[src/rtl/apoll_pkg.sv]
package apoll_pkg;
  localparam int CMD_LSB = 0;
  localparam int CMD_W   = 8;
  localparam int TO_LSB  = 16;
  localparam int SEL_LSB = 24;
  localparam int SEL_W   = 3;
  localparam int POL_BIT = 30;
  localparam int GO_BIT  = 31;
  localparam int NSRC    = 3;

  typedef enum logic [1:0] {
    ST_IDLE,
    ST_SEND,
    ST_RECV,
    ST_EVAL
  } poll_state_e;
endpackage

[src/rtl/apoll_engine.sv]
module apoll_engine
  import apoll_pkg::*;
#(
  parameter int TO_W   = 4,
  parameter int CSEL_W = 3
) (
  input  logic               clk,
  input  logic               rst_n,
  input  logic [CSEL_W-1:0]  clk_sel,
  input  logic               cfg_we,
  input  logic [31:0]        cfg_wdata,
  output logic [31:0]        cfg_rdata,
  output logic               tx_valid,
  input  logic               tx_ready,
  output logic [CMD_W-1:0]   tx_data,
  input  logic               rx_valid,
  output logic               rx_ready,
  input  logic [CMD_W-1:0]   rx_data,
  output logic               spi_cs,
  output logic               ev_done,
  output logic               ev_ok,
  output logic               ev_tmo
);
  // Budget counter wide enough for 31 << (2**CSEL_W - 1) plus the timeout field.
  localparam int MAX_SH = (1 << CSEL_W) - 1;
  localparam int CNT_W  = 5 + MAX_SH + 1;

  poll_state_e          st_q;
  logic [CMD_W-1:0]     cmd_q;
  logic [TO_W-1:0]      to_q;
  logic [SEL_W-1:0]     sel_q;
  logic                 pol_q;
  logic                 hit_q;
  logic [CNT_W-1:0]     cnt_q;
  logic [CNT_W-1:0]     lim_q;
  logic [CNT_W-1:0]     lim_w;
  logic                 last_w;
  logic                 busy;

  assign lim_w  = (CNT_W'(31) << clk_sel) + CNT_W'(cfg_wdata[TO_LSB +: TO_W]);
  assign last_w = (cnt_q + CNT_W'(1)) == lim_q;
  assign busy   = (st_q != ST_IDLE);

  always_ff @(posedge clk) begin
    if (!rst_n) begin
      st_q  <= ST_IDLE;
      cmd_q <= '0;
      to_q  <= '0;
      sel_q <= '0;
      pol_q <= 1'b0;
      hit_q <= 1'b0;
      cnt_q <= '0;
      lim_q <= '0;
    end else begin
      case (st_q)
        ST_IDLE: if (cfg_we) begin
          cmd_q <= cfg_wdata[CMD_LSB +: CMD_W];
          to_q  <= cfg_wdata[TO_LSB +: TO_W];
          sel_q <= cfg_wdata[SEL_LSB +: SEL_W];
          pol_q <= cfg_wdata[POL_BIT];
          if (cfg_wdata[GO_BIT]) begin
            lim_q <= lim_w;
            cnt_q <= '0;
            st_q  <= ST_SEND;
          end
        end
        ST_SEND: if (tx_ready) st_q <= ST_RECV;
        ST_RECV: if (rx_valid) begin
          hit_q <= (rx_data[sel_q] == pol_q);
          st_q  <= ST_EVAL;
        end
        ST_EVAL: begin
          if (hit_q || last_w) begin
            st_q <= ST_IDLE;
          end else begin
            cnt_q <= cnt_q + CNT_W'(1);
            st_q  <= ST_SEND;
          end
        end
        default: st_q <= ST_IDLE;
      endcase
    end
  end

  assign tx_valid = (st_q == ST_SEND);
  assign tx_data  = cmd_q;
  assign rx_ready = (st_q == ST_RECV);
  assign spi_cs   = (st_q == ST_SEND) || (st_q == ST_RECV);
  assign ev_done  = (st_q == ST_EVAL);
  assign ev_ok    = ev_done && hit_q;
  assign ev_tmo   = ev_done && !hit_q && last_w;

  always_comb begin
    cfg_rdata                         = '0;
    cfg_rdata[CMD_LSB +: CMD_W]       = cmd_q;
    cfg_rdata[TO_LSB +: TO_W]         = to_q;
    cfg_rdata[SEL_LSB +: SEL_W]       = sel_q;
    cfg_rdata[POL_BIT]                = pol_q;
    cfg_rdata[GO_BIT]                 = busy;
  end
endmodule

[src/rtl/apoll_irq.sv]
module apoll_irq
  import apoll_pkg::*;
(
  input  logic            clk,
  input  logic            rst_n,
  input  logic [NSRC-1:0] ev,
  input  logic            mask_we,
  input  logic [NSRC-1:0] mask_wdata,
  input  logic            stat_we,
  input  logic [NSRC-1:0] stat_wdata,
  output logic [NSRC-1:0] stat,
  output logic            irq
);
  logic [NSRC-1:0] mask_q;
  logic [NSRC-1:0] stat_q;
  logic [NSRC-1:0] live;

  always_ff @(posedge clk) begin
    if (!rst_n)       mask_q <= '0;
    else if (mask_we) mask_q <= mask_wdata;
  end

  for (genvar i = 0; i < NSRC; i++) begin : g_src
    always_ff @(posedge clk) begin
      if (!rst_n)                        stat_q[i] <= 1'b0;
      else if (ev[i])                    stat_q[i] <= 1'b1;
      else if (stat_we && stat_wdata[i]) stat_q[i] <= 1'b0;
    end
    assign live[i] = stat_q[i] && !mask_q[i];
  end

  assign stat = stat_q;
  assign irq  = |live;
endmodule

[src/rtl/apoll_top.sv]
module apoll_top
  import apoll_pkg::*;
(
  input  logic        clk,
  input  logic        rst_n,
  input  logic [2:0]  clk_sel,
  input  logic        cfg_we,
  input  logic [31:0] cfg_wdata,
  output logic [31:0] cfg_rdata,
  input  logic        mask_we,
  input  logic [2:0]  mask_wdata,
  input  logic        stat_we,
  input  logic [2:0]  stat_wdata,
  output logic [2:0]  int_stat,
  output logic        irq,
  output logic        tx_valid,
  input  logic        tx_ready,
  output logic [7:0]  tx_data,
  input  logic        rx_valid,
  output logic        rx_ready,
  input  logic [7:0]  rx_data,
  output logic        spi_cs
);
  logic ev_done, ev_ok, ev_tmo;

  apoll_engine #(.TO_W(4), .CSEL_W(3)) u_eng (
    .clk(clk), .rst_n(rst_n), .clk_sel(clk_sel),
    .cfg_we(cfg_we), .cfg_wdata(cfg_wdata), .cfg_rdata(cfg_rdata),
    .tx_valid(tx_valid), .tx_ready(tx_ready), .tx_data(tx_data),
    .rx_valid(rx_valid), .rx_ready(rx_ready), .rx_data(rx_data),
    .spi_cs(spi_cs), .ev_done(ev_done), .ev_ok(ev_ok), .ev_tmo(ev_tmo)
  );

  apoll_irq u_irq (
    .clk(clk), .rst_n(rst_n), .ev({ev_tmo, ev_ok, ev_done}),
    .mask_we(mask_we), .mask_wdata(mask_wdata),
    .stat_we(stat_we), .stat_wdata(stat_wdata),
    .stat(int_stat), .irq(irq)
  );
endmodule

[config.mk]
export PLATFORM = sky130hd
export DESIGN_NAME = apoll_top
export DESIGN_NICKNAME = d
export VERILOG_FILES = /design/src/rtl/apoll_pkg.sv /design/src/rtl/apoll_engine.sv /design/src/rtl/apoll_irq.sv /design/src/rtl/apoll_top.sv
export SDC_FILE = /design/constraint.sdc
export NUM_CORES = 1
export LEC_CHECK = 0
export BUFFER_PORTS_ARGS = -buffer_cell sky130_fd_sc_hd__buf_2
export CORE_ASPECT_RATIO = 1.25
export CORE_MARGIN = 5
export CORE_UTILIZATION = 39
export DETAILED_ROUTE_END_ITERATION = 8
export PLACE_DENSITY = 0.72
export SYNTH_ARGS = -nofsm -noshare
export SYNTH_HDL_FRONTEND = slang
export SYNTH_SLANG_ARGS = --single-unit
[constraint.sdc]
create_clock -name clk -period 2.6 [get_ports clk]
set_input_delay 0 -clock clk [delete_from_list [all_inputs] [get_ports clk]]
set_output_delay 0 -clock clk [all_outputs]
set_load 0.01 [all_outputs]
* Word-level counts from Yosys, hierarchy flattened
Index checks and enable logic that the tools add are counted.
** Cells by class
- Add/subtract/negate cells :: 2
- $lt $le $gt $ge :: 1
- Equal/unequal tests :: 10
- Shift operators :: 1
- Multiplexer cells :: 18
- Reductions and logical operators :: 27
** Operators by type and width (number)
- $mux W13 :: 3
- $pmux W13 S2 :: 1
- $add A13 B1 Y13 const B :: 1
- $add A13 B4 Y13 :: 1
- $eq A13 B13 Y1 :: 1
- $shl A5 B3 Y13 const A :: 1
- $reduce_bool A2 Y1 :: 5
- $logic_and A1 B1 Y1 :: 9
- $mux W1 :: 8
- $mux W2 :: 4
- $ne A2 B2 Y1 const B :: 4
- $pmux W2 S4 :: 1
- $reduce_and A4 Y1 :: 2
- $eq A2 B2 Y1 const B :: 2
- $logic_not A1 Y1 :: 4
- $lt A3 B4 Y1 const B :: 1
- $reduce_and A2 Y1 :: 2
- $bmux W1 S3 :: 1
- $reduce_and A3 Y1 :: 1
- $reduce_or A3 Y1 :: 1
- $eq A2 B1 Y1 const B :: 1
- $logic_not A2 Y1 :: 1
- $logic_or A1 B1 Y1 :: 2
- $ne A2 B1 Y1 const B :: 1
- $eq A1 B1 Y1 :: 1
** Storage, ports and cells
- Bits in registers :: 51
- Bits of input ports :: 56
- Output and inout bits :: 47
- Logic and storage cells :: 71

* Logic depth before layout (Yosys ltp)
- Word-level depth :: 5
- Depth in mapped cells :: 12
- Mapped depth without buffers :: 12

* Modules after synthesis
A second synthesis with hierarchy kept.
** Second synthesis, totals
- Cells, all modules :: 400
- Area, all modules :: 3234.4 um^2
** By module, submodules not included
- apoll_engine :: times used 1, cells each 375, area each 2997.9 um^2, seq. area each 900.9 um^2
- apoll_irq :: times used 1, cells each 25, area each 236.5 um^2, seq. area each 120.1 um^2

* Least setup slack after synthesis
Ideal clock, no wire load.
- Kind :: reg2reg
- From :: register u_eng.cnt_q[0]
- To :: register u_irq.stat_q[2], in the netlist u_irq.stat[2]
- Setup time :: 70 ps
- Arrival time :: 2376 ps
- Data required time :: 2530 ps
- Path slack :: 153 ps
- Cell stages (with the launch flop) :: 9
- Buffers on the path :: 0
- Clock period less this slack :: 2447 ps
- Cells stage by stage :: dfxtp_1 > ha_1 > nand3_4 > or3_1 > nand3_1 > nand4_1 > or4_4 > or3b_1 > a21oi_1
** Between the ends
- Longest elaborated chain between the ends :: 4
- Elaborated cells on any way between the ends :: 5
- Classes of those cells :: add/sub: 1; eq/ne: 1; mux: 1; reduce/logical: 2
** RTL lines
- start: declaration :: line apoll_engine.sv:34 : logic [CNT_W-1:0] cnt_q;
- start signal: assignment :: line apoll_engine.sv:76 : cnt_q <= cnt_q + CNT_W'(1);
- $add A13 B1 Y13 (*) :: line apoll_engine.sv:41 : assign last_w = (cnt_q + CNT_W'(1)) == lim_q;
- $eq A13 B13 Y1 (*) :: line apoll_engine.sv:41
- $logic_and A1 B1 Y1 (*) :: line apoll_engine.sv:91 : assign ev_tmo = ev_done && !hit_q && last_w;
- $mux W1 / $reduce_bool A2 Y1 (equally long branches)
- end signal: indexed assignment :: line apoll_irq.sv:25 : if (!rst_n) stat_q[i] <= 1'b0;
- end signal: indexed assignment :: line apoll_irq.sv:26 : else if (ev[i]) stat_q[i] <= 1'b1;
- end signal: indexed assignment :: line apoll_irq.sv:27 : else if (stat_we && stat_wdata[i]) stat_q[i] <= 1'b0;
- end: declaration :: line apoll_irq.sv:15 : logic [NSRC-1:0] stat_q;
Every way passes the cells marked *; elsewhere a longest branch is shown, timed or not.
A chain may end at the register's enable or synchronous reset.

* Final worst setup path
- From :: register u_eng.cnt_q[8]
- To :: register u_eng.cnt_q[4]
** Between the ends
- Longest elaborated chain between the ends :: 5
** RTL lines
- $add A13 B1 Y13 :: line apoll_engine.sv:41
- $eq A13 B13 Y1 :: line apoll_engine.sv:41
- $logic_or A1 B1 Y1 :: line apoll_engine.sv:73 : if (hit_q || last_w) begin
- $ne A2 B2 Y1 (no line)
- $reduce_and A4 Y1 (no line)
No other way between the ends.

==> flow_summary.json <==
{
  "hp-class": "in -> reg",
  "dp.cells": 577,
  "seq_power_share_pct": 40.1,
  "dp_slack_ns": 0.00897,
  "clockBufferDepth": 2,
  "rsz0062_at_grt": "false",
  "async_reset_ff_share_pct": 0,
  "postCtsSetupRepairBufs": 0,
  "critPathMaxStageDelay_ns": 0.56,
  "synth_edf_count": 0,
  "grt_pass1_wl_um": 15100,
  "first_global_vias": 3314,
  "yosysTopAreaCell": "dfxtp_1",
  "wirelength_um": 9210,
  "leakage_nw": 1.73,
  "fin_setup_tns_ns": 0,
  "grt_max_degree": 27,
  "slew_viol_final": 0,
  "ys_ff_latch": 51,
  "ys_warn_count": 0,
  "peakVddDrop_mv": 0.459,
  "tightest_slew_ns": 0.673,
  "gp_congestion": 0.893,
  "final_cell_count_no_fill": 610,
  "synthFlopType": "dfxtp_1",
  "power_mw": 2.35,
  "hold_viol": 0,
  "dp_hpwl_um": 6720,
  "pwr-share-comb_pct": 38.0,
  "coreArea_um2": 8240,
  "die_h_um": 113,
  "drt-initial-drc-count": 139,
  "numCtsBuffers": 5,
  "h-tree-depth": 2,
  "area_growth_pct": 24.0,
  "crit_fanout": 8,
  "die_x_um": 92.4,
  "design.die.area_um2": 10400,
  "antenna_left": 0,
  "antenna_cells": 0,
  "synth_top_area_share_pct": 30.9,
  "relSlewSlack_pct": 54.8,
  "crit_chain": "nand4_1 -> nor4_2 -> a21bo_1 -> nand4_1 -> or4_4 -> buf_4 -> and2_1 -> o211ai_1",
  "internal_power_mw": 1.47,
  "vias_per_cell": 5.49,
  "status": "completed",
  "start_util_pct": 40.1,
  "grt_overflow_total": 0,
  "finClkSkew_ns": 0.00858,
  "syn_area_um2": 3310,
  "drive_above_1_share_pct": 25.3,
  "port_buffers": 72,
  "crit_top_cell": "nand4_1",
  "antenna_found_initial": 0,
  "utilization_pct": 49.8,
  "yosysMostFrequentCell": "nand2_1",
  "p_clk_share_pct": 21.9,
  "power_density_nw_per_um2": 572,
  "worstPathArrival_ns": 2.70,
  "synth_commonest_cells": "nand2_1, dfxtp_1, a21oi_1, buf_4, nor2_1",
  "critical_path.top_delay_family": "simple AND/OR/NAND/NOR gates",
  "drv_cap": 0,
  "drc": 0,
  "fmax_ghz": 0.406,
  "firstDrtPassIters": 5,
  "end_kind": "flip-flop",
  "num_io_pins": 103,
  "post-route-period-util_pct": 94.8,
  "synthTopCellsByArea": "dfxtp_1, nand2_1, buf_4",
  "cts_tree": "built",
  "critical_path_class": "reg -> reg",
  "fin_nets": 578,
  "cts.clk_slew.worst_paths_ns": 0.10,
  "fin_ws_ns": 0.135,
  "clock_sink_count": 51,
  "swShare_pct": 37.4,
  "slowest_stage": "or4_4",
  "synth_seq_area_share_pct": 30.9,
  "p_switching_mw": 0.876,
  "cts_root_buf": "clkbuf_8",
  "critPathRequiredTime_ns": 2.83,
  "avgSynthCellArea_um2": 7.90,
  "grt.total_usage_pct": 17.4,
  "syn-instance-count": 419,
  "wl_per_cell_um": 15.1,
  "period_minus_slack_ns": 2.46,
  "synth_cell_type_count": 65,
  "worst-path-buf-inv": 1,
  "setup_viol": 0,
  "critPathLaunchType": "flip-flop",
  "rows": 37,
  "vias": 3347,
  "worstSkewPairLatency_ns": 0.31
}
-- metal layers --
layer	vias up	GRT usage [%]	share of wire, %
met5	-	0	0
met4	0	6.84	2.8
met1	1569	18.6	39
li1	1647	-	-
met2	110	32.7	53
met3	21	3.66	5.5
-- state kept, by name, summed over array words and instances, names as in the netlist --
register / flops
u_eng.sel_q: 3
u_eng.cnt_q: 13
u_irq.stat: 3
u_eng.lim_q: 13
u_eng.pol_q: 1
u_eng.to_q: 4
u_irq.mask_q: 3
u_eng.tx_data: 8
u_eng.hit_q: 1
u_eng.st_q: 2
-- cells by family (layout without fill, tap and decap cells) --
logic type | Yosys count | after routing | share of synthesized area (%)
simple gates | 159 | 159 | 25.3
fa+ha+maj | 10 | 10 | 4.01
xor+xnor | 18 | 18 | 4.77
flops | 51 | 51 | 30.9
other cells | 1 | 15 | 0.113
buf+inv | 68 | 148 | 11.5
mux | 7 | 7 | 2.87
compound gates | 105 | 105 | 20.6
-- power groups by stage --
stage / sequential, mW / clock (mW) / combinational, mW
6_report: 0.941 / 0.513 / 0.893
5_1_grt: 0.954 / 0.558 / 0.984
4_1_cts: 0.939 / 0.526 / 0.884
3_5_place_dp: 0.956 / 0 / 0.849
3_3_place_gp: 0.951 / 0 / 0.833
2_1_floorplan: 0.963 / 0 / 0.601
-- repair_timing --
item / in CTS / in global routing
resized for setup: 3 / 11
hold buffers: 25 / 0
setup endpoints to repair: 3 / 6
endpoints found under the hold margin: 22 / 0
pin swaps: 0 / 1
-- metrics by stage --
stage / hold slack (ns) / cell area [um^2]
floorplan: 0.116 / 3360
global placement: 0.234 / 3720
detailed placement: 0.240 / 3720
CTS: 0.0109 / 4080
global route: 0.00410 / 4100
finish: 0.0143 / 4100
-- layout make-up --
class | instances | area, um^2
well taps | 97 | 121
inverters | 17 | 63.8
clock inverters | 1 | 7.51
flip-flops and latches | 51 | 1030
fillers | 787 | 4140
multi-input cells | 314 | 1970
clock buffers | 7 | 96.3
repair buffers | 123 | 806
-- cell usage in the layout (no fill, tap or decap), drive strengths merged, types with 6 or more instances in the layout --
cell,n
buf,98
a21oi,40
inv,17
nand4,13
nand2,64
nor2,18
xnor2,12
nor2b,6
o311ai,8
and2,7
dfxtp,51
clkbuf,7
dlygate4sd3,25
ha,9
and3,6
nand3,17
conb,15
o21ai,19
nor4,8
xor2,6
-- worst reg2reg max path, delay by kind of cell (launching register included) --
family	cells	cell delay (ns)
buf+inv	1	0.19
simple gates	5	1.31
compound gates	2	0.38
flops	1	0.50
-- final timing paths --
kind                                     from                           to  slack, ns  cells after the start
setup reg to reg  u_eng.cnt_q[8]$_SDFFE_PN0P_  u_eng.cnt_q[4]$_SDFFE_PN0P_       0.14                      8
hold reg to reg    u_eng.to_q[0]$_SDFFE_PN0P_   u_eng.to_q[0]$_SDFFE_PN0P_       0.46                      2
hold / removal                  stat_wdata[1]   u_irq.stat[1]$_SDFFE_PN0P_       0.01                      4
setup / recovery  u_eng.cnt_q[8]$_SDFFE_PN0P_  u_eng.cnt_q[4]$_SDFFE_PN0P_       0.14                      8
Note: power is estimated with default switching activity, not from simulation.
